===== config.mk =====
export PLATFORM = sky130hd
export DESIGN_NAME = trk_deskew_reg
export DESIGN_NICKNAME = d
export VERILOG_FILES = /design/src/rtl/trk_pkg.sv /design/src/rtl/trk_capture_lane.sv /design/src/rtl/trk_ramp_delay.sv /design/src/rtl/trk_deskew_reg.sv
export SDC_FILE = /design/constraint.sdc
export NUM_CORES = 1
export LEC_CHECK = 0
export CAP_MARGIN = 30
export CORE_MARGIN = 2
export CORE_UTILIZATION = 45
export DETAILED_ROUTE_END_ITERATION = 10
export HOLD_SLACK_MARGIN = 0.15
export PLACE_DENSITY = 0.83
export SLEW_MARGIN = 5
export SYNTH_ARGS = -nofsm -noshare
export SYNTH_HDL_FRONTEND = slang
export SYNTH_SLANG_ARGS = --single-unit
export TNS_END_PERCENT = 5

===== constraint.sdc =====
create_clock -name clk -period 3.1 [get_ports clk]
set_input_delay 0.62 -clock clk [delete_from_list [all_inputs] [get_ports clk]]
set_output_delay 0.62 -clock clk [all_outputs]
set_load 0.05 [all_outputs]

===== src/rtl/trk_pkg.sv =====
package trk_pkg;

   // Width of a counter that must reach the value lim inclusive.
   function automatic int cnt_bits(input int lim);
      int w;
      w = 1;
      while ((1 << w) <= lim) w++;
      return w;
   endfunction

   // Motion and selection status required before the output may open.
   function automatic logic status_ok(input logic busy_i, input logic lp_i,
                                      input logic sel_i, input logic run_i);
      return !busy_i && !lp_i && sel_i && run_i;
   endfunction

endpackage


===== src/rtl/trk_capture_lane.sv =====
module trk_capture_lane (
   input  logic clk,
   input  logic rst,
   input  logic pulse,
   input  logic strobe,
   output logic out_bit
);

   logic store_q;
   logic out_q;

   always_ff @(posedge clk) begin
      if (rst) begin
         store_q <= 1'b0;
         out_q   <= 1'b0;
      end else if (strobe) begin
         out_q   <= store_q;
         store_q <= pulse;
      end else if (pulse) begin
         store_q <= 1'b1;
      end
   end

   assign out_bit = out_q;

   assert_set_hold_R1: assert property (@(posedge clk) disable iff (rst)
      (pulse && !strobe) |=> store_q);

   assert_keep_until_strobe_R1: assert property (@(posedge clk) disable iff (rst)
      (store_q && !strobe) |=> store_q);

   assert_load_together_R2: assert property (@(posedge clk) disable iff (rst)
      strobe |=> (out_bit == $past(store_q)));

   assert_clear_retain_R3: assert property (@(posedge clk) disable iff (rst)
      strobe |=> (store_q == $past(pulse)));

   assert_hold_between_R7: assert property (@(posedge clk) disable iff (rst)
      !strobe |=> $stable(out_bit));

endmodule


===== src/rtl/trk_ramp_delay.sv =====
module trk_ramp_delay #(
   parameter int RAMP_COUNT = 128
) (
   input  logic clk,
   input  logic rst,
   input  logic run_normal,
   input  logic char_tick,
   output logic ramp_done
);

   localparam int CW = trk_pkg::cnt_bits(RAMP_COUNT);
   localparam logic [CW-1:0] LIMIT = CW'(RAMP_COUNT);

   logic [CW-1:0] cnt_q;

   always_ff @(posedge clk) begin
      if (rst || !run_normal) begin
         cnt_q <= '0;
      end else if (char_tick && (cnt_q != LIMIT)) begin
         cnt_q <= cnt_q + 1'b1;
      end
   end

   assign ramp_done = (cnt_q == LIMIT);

   assert_ramp_clear_R6: assert property (@(posedge clk) disable iff (rst)
      !run_normal |=> (cnt_q == '0));

   assert_ramp_cap_R6: assert property (@(posedge clk) disable iff (rst)
      1'b1 |=> (cnt_q <= LIMIT));

   assert_ramp_idle_R6: assert property (@(posedge clk) disable iff (rst)
      (run_normal && !char_tick) |=> $stable(cnt_q));

   assert_ramp_reset_R8: assert property (@(posedge clk)
      rst |=> (cnt_q == '0));

endmodule


===== src/rtl/trk_deskew_reg.sv =====
module trk_deskew_reg #(
   parameter int TRACKS     = 9,
   parameter int RAMP_COUNT = 128
) (
   input  logic              clk,
   input  logic              rst,
   input  logic [TRACKS-1:0] trk_pulse,
   input  logic              xfer_strobe,
   input  logic              char_tick,
   input  logic              run_normal,
   input  logic              busy,
   input  logic              load_point,
   input  logic              select1,
   output logic [TRACKS-1:0] data_out,
   output logic              out_enable
);

   if (TRACKS < 1) begin : g_bad_tracks
      $error("trk_deskew_reg: TRACKS must be at least 1");
   end
   if (RAMP_COUNT < 1) begin : g_bad_ramp
      $error("trk_deskew_reg: RAMP_COUNT must be at least 1");
   end

   logic [TRACKS-1:0] lane_out;
   logic              ramp_done;

   for (genvar t = 0; t < TRACKS; t++) begin : g_lane
      trk_capture_lane u_lane (
         .clk     (clk),
         .rst     (rst),
         .pulse   (trk_pulse[t]),
         .strobe  (xfer_strobe),
         .out_bit (lane_out[t])
      );
   end

   trk_ramp_delay #(
      .RAMP_COUNT (RAMP_COUNT)
   ) u_ramp (
      .clk        (clk),
      .rst        (rst),
      .run_normal (run_normal),
      .char_tick  (char_tick),
      .ramp_done  (ramp_done)
   );

   assign out_enable = ramp_done &&
                       trk_pkg::status_ok(busy, load_point, select1, run_normal);
   assign data_out   = out_enable ? lane_out : '0;

   assert_gate_zero_R4: assert property (@(posedge clk) disable iff (rst)
      !out_enable |-> (data_out == '0));

   assert_gate_pass_R4: assert property (@(posedge clk) disable iff (rst)
      out_enable |-> (data_out == lane_out));

   assert_enable_status_R5: assert property (@(posedge clk) disable iff (rst)
      out_enable |-> (!busy && !load_point && select1 && run_normal));

   assert_enable_ramp_R6: assert property (@(posedge clk) disable iff (rst)
      out_enable |-> ramp_done);

   assert_reset_clear_R8: assert property (@(posedge clk)
      rst |=> ((lane_out == '0) && !ramp_done));

endmodule


==> results of run 1 <==
-- kinds of logic (layout without fill, tap and decap cells) --
| family | after synthesis | count (layout) | share of synthesized area [%] |
|---|---|---|---|
| flops | 26 | 26 | 49.23 |
| xor+xnor | 2 | 2 | 1.657 |
| buf+inv | 7 | 34 | 2.958 |
| mux | 11 | 11 | 10.41 |
| compound gates | 18 | 18 | 9.230 |
| fa+ha+maj | 2 | 2 | 2.366 |
| simple gates | 50 | 50 | 24.14 |
-- synth_stat cells, types with 2 or more instances --
library cell  instances  area share (%)
or3_1                 3             1.8
and2_1                9             5.3
nand3_1               2            0.95
o21ai_0               3             1.4
nand2_1               6             2.1
ha_1                  2             2.4
nand4_1               4             2.4
mux2i_1              11              10
a21oi_1              13             6.2
nor2_1               20             7.1
inv_1                 2            0.71
dfxtp_1              26              49
xor2_1                2             1.7
-- worst min-delay path, stage by stage, from the launching register on --
cell	delay (ns)
dfxtp_1	0.35
a21oi_1	0.06
nor2_1	0.06
-- power by group --
part	total [uW]	switching (uW)	internal, uW
Combinational	54.9	23.3	31.6
Sequential	356	8.20	348
Clock	231	101	131
-- layout by cell type (no fill, tap or decap), drive strengths merged --
master and count:
dfxtp 26, clkbuf 3, nand2 6, o21ai 3
nor2 20, nand4 4, nand2b 1, xor2 2
and2 9, and4bb 1, nor4bb 1, mux2i 11
bufinv 1, a21oi 13, ha 2, clkdlybuf4s50 16
clkinv 1, or3 3, buf 11, and3 1
nor2b 1, nand3 2, nor3 1, a211o 1
inv 2, a21boi 1
-- final timing paths --
path / startpoint / endpoint / depth (start not counted)
hold reg to reg: g_lane[8].u_lane.store_q / g_lane[8].u_lane.store_q / 2
setup / recovery: select1 / data_out[4] / 5
hold / removal: g_lane[8].u_lane.store_q / g_lane[8].u_lane.store_q / 2
setup reg to reg: u_ramp.cnt_q[0] / u_ramp.cnt_q[0] / 5
-- stage by stage --
stage | instances | utilization, % | total power (uW) | hold slack [ns] | cell area (um2)
6_report | 171 | 67.48 | 642.8 | 0.4981 | 1493
5_1_grt | 171 | 67.48 | 662.5 | 0.5280 | 1493
4_1_cts | 171 | 67.48 | 644.7 | 0.5032 | 1493
3_5_place_dp | 167 | 65.10 | 418.5 | 0.4702 | 1440
3_3_place_gp | 167 | 65.10 | 415.0 | 0.4633 | 1440
2_1_floorplan | 116 | - | 388.9 | 0.4509 | 1057
-- state kept, by name, summed over array words and instances (netlist names) --
name and flops:
g_lane.u_lane.out_bit 9, u_ramp.cnt_q 8, g_lane.u_lane.store_q 9
-- layer usage --
metal,vias up,share of wire (%),routed length (um),global-route usage (%)
met1,431,41,920,20.82
met5,-,0,0,0
met4,0,0.35,8,2.137
met3,2,4.3,97,4.000
met2,24,55,1229,33.96
li1,451,-,-,-
-- layout make-up --
cell class                 count  area [um2]
multi-input combinational     83       505.5
timing repair buffer          27       367.9
inverter                       3       11.26
clock buffer                   3       22.52
clock inverter                 1       30.03
fill                         176       719.4
sequential                    26       520.5
tap                           28       35.03
==> flow_summary.yaml, run 1 <==
floorplan:
  num_rows: 17
  start_util_pct: 47.79
  io_pins: 27
  dieArea_mm2: 0.002753
  dieHeight_um: 52.47
  die_width_um: 52.47
  core_area_mm2: 0.002212
logic_synthesis:
  synth_nets: 135
  ys_seq_area_share_pct: 49.23
  synth_cells: 116
  avgSynthCellArea_um2: 9.114
  yosysWarnings: 0
  synth_cell_types: 26
  async_flop_share_pct: 0
  synth_edf_count: 0
  netlist_area_mm2: 0.001057
  synth_flop_cell: "dfxtp_1"
  synth_seq_cells: 26
layout:
  areaGrowthSynthToFinish_pct: 41.18
  nets: 163
  num_antenna_cells: 0
  drive_gt1_share_pct: 12.59
sta:
  tightest_slew_ns: 0.6766
  max_freq_mhz: 377.9
  period_needed_ns: 2.646
  maxSlewHeadroom_pct: 54.76
  hold_viol: 0
  finClkSkew_ns: 0.004752
  fin_crit_sh_pct: 85.36
  rsz0062_at_grt: "false"
  finalSetupViolCount: 0
  setup_ws_ns: 0.4540
  fin_setup_tns_ns: 0
  drv_slew: 0
worst_setup_path:
  path_class: "in -> out"
  required_ns: 2.48
  max_stage_delay_ns: 0.45
  start_kind: "input pin"
  reg2reg_slack_ns: 1.44
  path_max_fanout: 10
  path_cells: "clkdlybuf4s50_1, nor4bb_1, and3_2, and2_1, buf_12"
  cp_data_arrival_time_ns: 2.03
  worstPathBufferInverterCount: 2
  critPathSlowestCell: "clkdlybuf4s50_1"
  end_kind: "primary output"
  cp_top_family: "simple AND/OR/NAND/NOR gates"
power_and_ir_drop:
  peakVddDrop_v: 0.0004225
  p_leak_uw: 0.0005900
  power_density_mw_per_mm2: 430.6
min_path:
  hp-class: "reg -> reg"
place:
  place_hpwl_mm: 1.715
  io_buffers: 26
  dpl_worst_slack_ns: 0.4255
  gp_congestion: 0.7232
cts:
  cts.sinks: 26
  cts_tree: "yes"
  cts.path.max_buffers: 2
  postCtsHoldBufs: 0
  clockRootBuffer: "clkbuf_4"
  cts_buffers: 3
  post_cts_buffers: 0
  cts.clk_slew.worst_paths_ns: 0.14
  clock_latency_ns: 0.32
  cts_resized: 0
  htreeDepth: 1
detailed_routing:
  vias: 908
  firstDrtPassIters: 4
  drc_errors: 0
  drtIter0Drc: 12
  antenna_left: 0
  vias_per_cell: 5.310
  route.detailed.wl_per_inst_um: 13.19
  wl_mm: 2.255
global_route:
  grt_pass1_wl_mm: 3.698
  grt_max_degree: 21
  grt_antenna_before_repair: 0
  overflow: 0
  first_global_vias: 880
  track_usage_pct: 17.93
outcome:
  status: "completed"
run:
  cap_violations: 0
Power figures use the tool's default switching activity.
==> run 2, diff against run 1 <==
--- a/config.mk
+++ b/config.mk
@@ -6,11 +6,12 @@
 export NUM_CORES = 1
 export LEC_CHECK = 0
 export CAP_MARGIN = 30
+export CORE_ASPECT_RATIO = 2
 export CORE_MARGIN = 2
-export CORE_UTILIZATION = 45
+export CORE_UTILIZATION = 30
 export DETAILED_ROUTE_END_ITERATION = 10
 export HOLD_SLACK_MARGIN = 0.15
-export PLACE_DENSITY = 0.83
+export PLACE_DENSITY = 0.62
 export SLEW_MARGIN = 5
 export SYNTH_ARGS = -nofsm -noshare
 export SYNTH_HDL_FRONTEND = slang
==> run 2 against run 1 <==
  * Sequential power hardly changed
  * Flip-flop and latch count stayed put
  * Power is 7.6% lower
  * Worst setup slack worse by 0.038 ns
  * Fmax is 1.4% lower
  * Die area is 47% higher
  * First-iteration DRC count is 17% higher
  * Sequential share of layout area is 0.15 points higher
  * Cell count is 1.8% higher
  * Via count is 4.2% lower
==> flow_summary.yaml, run 2 (synthesis results as in run 1) <==
layout:
  final_area_mm2: 0.001486
  nets: 163
  mostFrequentLayoutCell: "dfxtp_1"
  num_antenna_cells: 0
  finalNonFillerCells: 174
  areaGrowthSynthToFinish_pct: 40.59
  drive_gt1_share_pct: 11.97
  layout_common_cells: "dfxtp_1 (26), nor2_1 (20), clkdlybuf4s50_1 (16)"
  fin_util_pct: 44.00
cts:
  postCtsHoldBufs: 0
  htreeDepth: 1
  cts.clk_slew.worst_paths_ns: 0.08
  cts.path.max_buffers: 2
  clockRootBuffer: "clkbuf_8"
  cts_buffers: 3
  clock_latency_ns: 0.26
  cts.sinks: 26
  post_cts_buffers: 0
  cts_tree: "yes"
  cts_resized: 0
worst_setup_path:
  r2r-start: "u_ramp.cnt_q[0]"
  endpoint: "data_out[4]"
  end_kind: "primary output"
  path_max_fanout: 10
  startpoint: "run_normal"
  r2r_end: "u_ramp.cnt_q[1]"
  required_ns: 2.48
  critPathSlowestCell: "clkdlybuf4s50_1"
  reg2reg_slack_ns: 1.46
  max_stage_delay_ns: 0.49
  path_class: "in -> out"
  path_cells: "clkdlybuf4s50_1, nor4bb_1, and3_2, and2_1, buf_12"
  r2r_cells: 5
  cp_data_arrival_time_ns: 2.06
  start_kind: "input pin"
sta:
  hold_slack_ns: 0.4870
  hold_viol: 0
  finClkSkew_ns: 0.001632
  max_freq_mhz: 372.5
  tightest_slew_ns: 0.7088
  rsz0062_at_grt: "false"
  fin_setup_tns_ns: 0
  maxSlewHeadroom_pct: 52.60
  finalSetupViolCount: 0
  fin_crit_sh_pct: 86.59
  drv_slew: 0
  period_needed_ns: 2.684
floorplan:
  num_rows: 30
  start_util_pct: 31.30
  dieArea_mm2: 0.004044
  die_width_um: 45.98
  core_area_mm2: 0.003378
  io_pins: 27
  dieHeight_um: 87.96
detailed_routing:
  vias: 870
  drc_errors: 0
  wl_met3_um: 92
  vias_per_cell: 5.000
  met1_length_um: 858
  wl_mm: 2.296
  drtIter0Drc: 14
  antenna_left: 0
  top_layer: "met4"
  firstDrtPassIters: 2
  route.detailed.wl_per_inst_um: 13.20
  dr_wl_met2_mm: 1.276
global_route:
  track_usage_pct: 13.51
  grt_max_degree: 21
  grt_antenna_before_repair: 0
  grt_pass1_wl_mm: 3.877
  overflow: 0
  first_global_vias: 855
place:
  place_inst: 171
  place_hpwl_mm: 1.768
  io_buffers: 26
  place_area_mm2: 0.001445
  gp_congestion: 0.7313
run:
  cap_violations: 0
power_and_ir_drop:
  power_density_mw_per_mm2: 399.4
  p_leak_uw: 0.0005837
  peakVddDrop_v: 0.0003048
min_path:
  hp-class: "reg -> reg"
outcome:
  status: "completed"
run 2: cell count changes in the layout (fill, tap and decap cells not counted), sizes merged:
cell    before  now
bufinv       1    0
run 2: worst min path at each step:
stage	startpoint	endpoint	slack, ns	cells past startpoint
after global placement	g_lane[0].u_lane.store_q	g_lane[0].u_lane.store_q	0.46	2
after CTS	g_lane[5].u_lane.out_bit	g_lane[5].u_lane.out_bit	0.50	2
final	u_ramp.cnt_q[7]	u_ramp.cnt_q[7]	0.49	2
after floorplan	g_lane[0].u_lane.store_q	g_lane[0].u_lane.store_q	0.45	2
after global routing	g_lane[7].u_lane.store_q	g_lane[7].u_lane.out_bit	0.52	2
after detailed placement	g_lane[0].u_lane.out_bit	g_lane[0].u_lane.out_bit	0.48	2
run 2: final cells by class:
type	count	area (um2)
tap	32	40.04
fill	347	1892
timing repair buffer	27	367.9
multi-input combinational	83	505.5
clock buffer	3	41.29
sequential	26	520.5
inverter	3	11.26
run 2: stage by stage:
step | power [uW] | setup WS, ns
3_3_place_gp | 416.8 | 0.4272
6_report | 593.7 | 0.4157
4_1_cts | 601.9 | 0.4054
3_5_place_dp | 418.6 | 0.4208
5_1_grt | 625.0 | 0.3132
2_1_floorplan | 388.9 | 0.7863
run 2: report_power, final:
group          switching [uW]  leakage [uW]  internal, uW
registers                7.48      0.000213           348
clock network            96.9     0.0000216          86.9
logic                    23.0      0.000349          31.6
total                     127      0.000584           466
run 2: critical path: cells and delay by family:
kind          cells  cell delay, ns
buf+inv           2            0.64
simple gates      3            0.80
run 2: metal layers:
metal / global-route usage [%] / vias up
met1: 14.39 / 397
li1: - / 449
met2: 22.85 / 19
met3: 2.680 / 5
met4: 8.571 / 0
met5: 0 / -
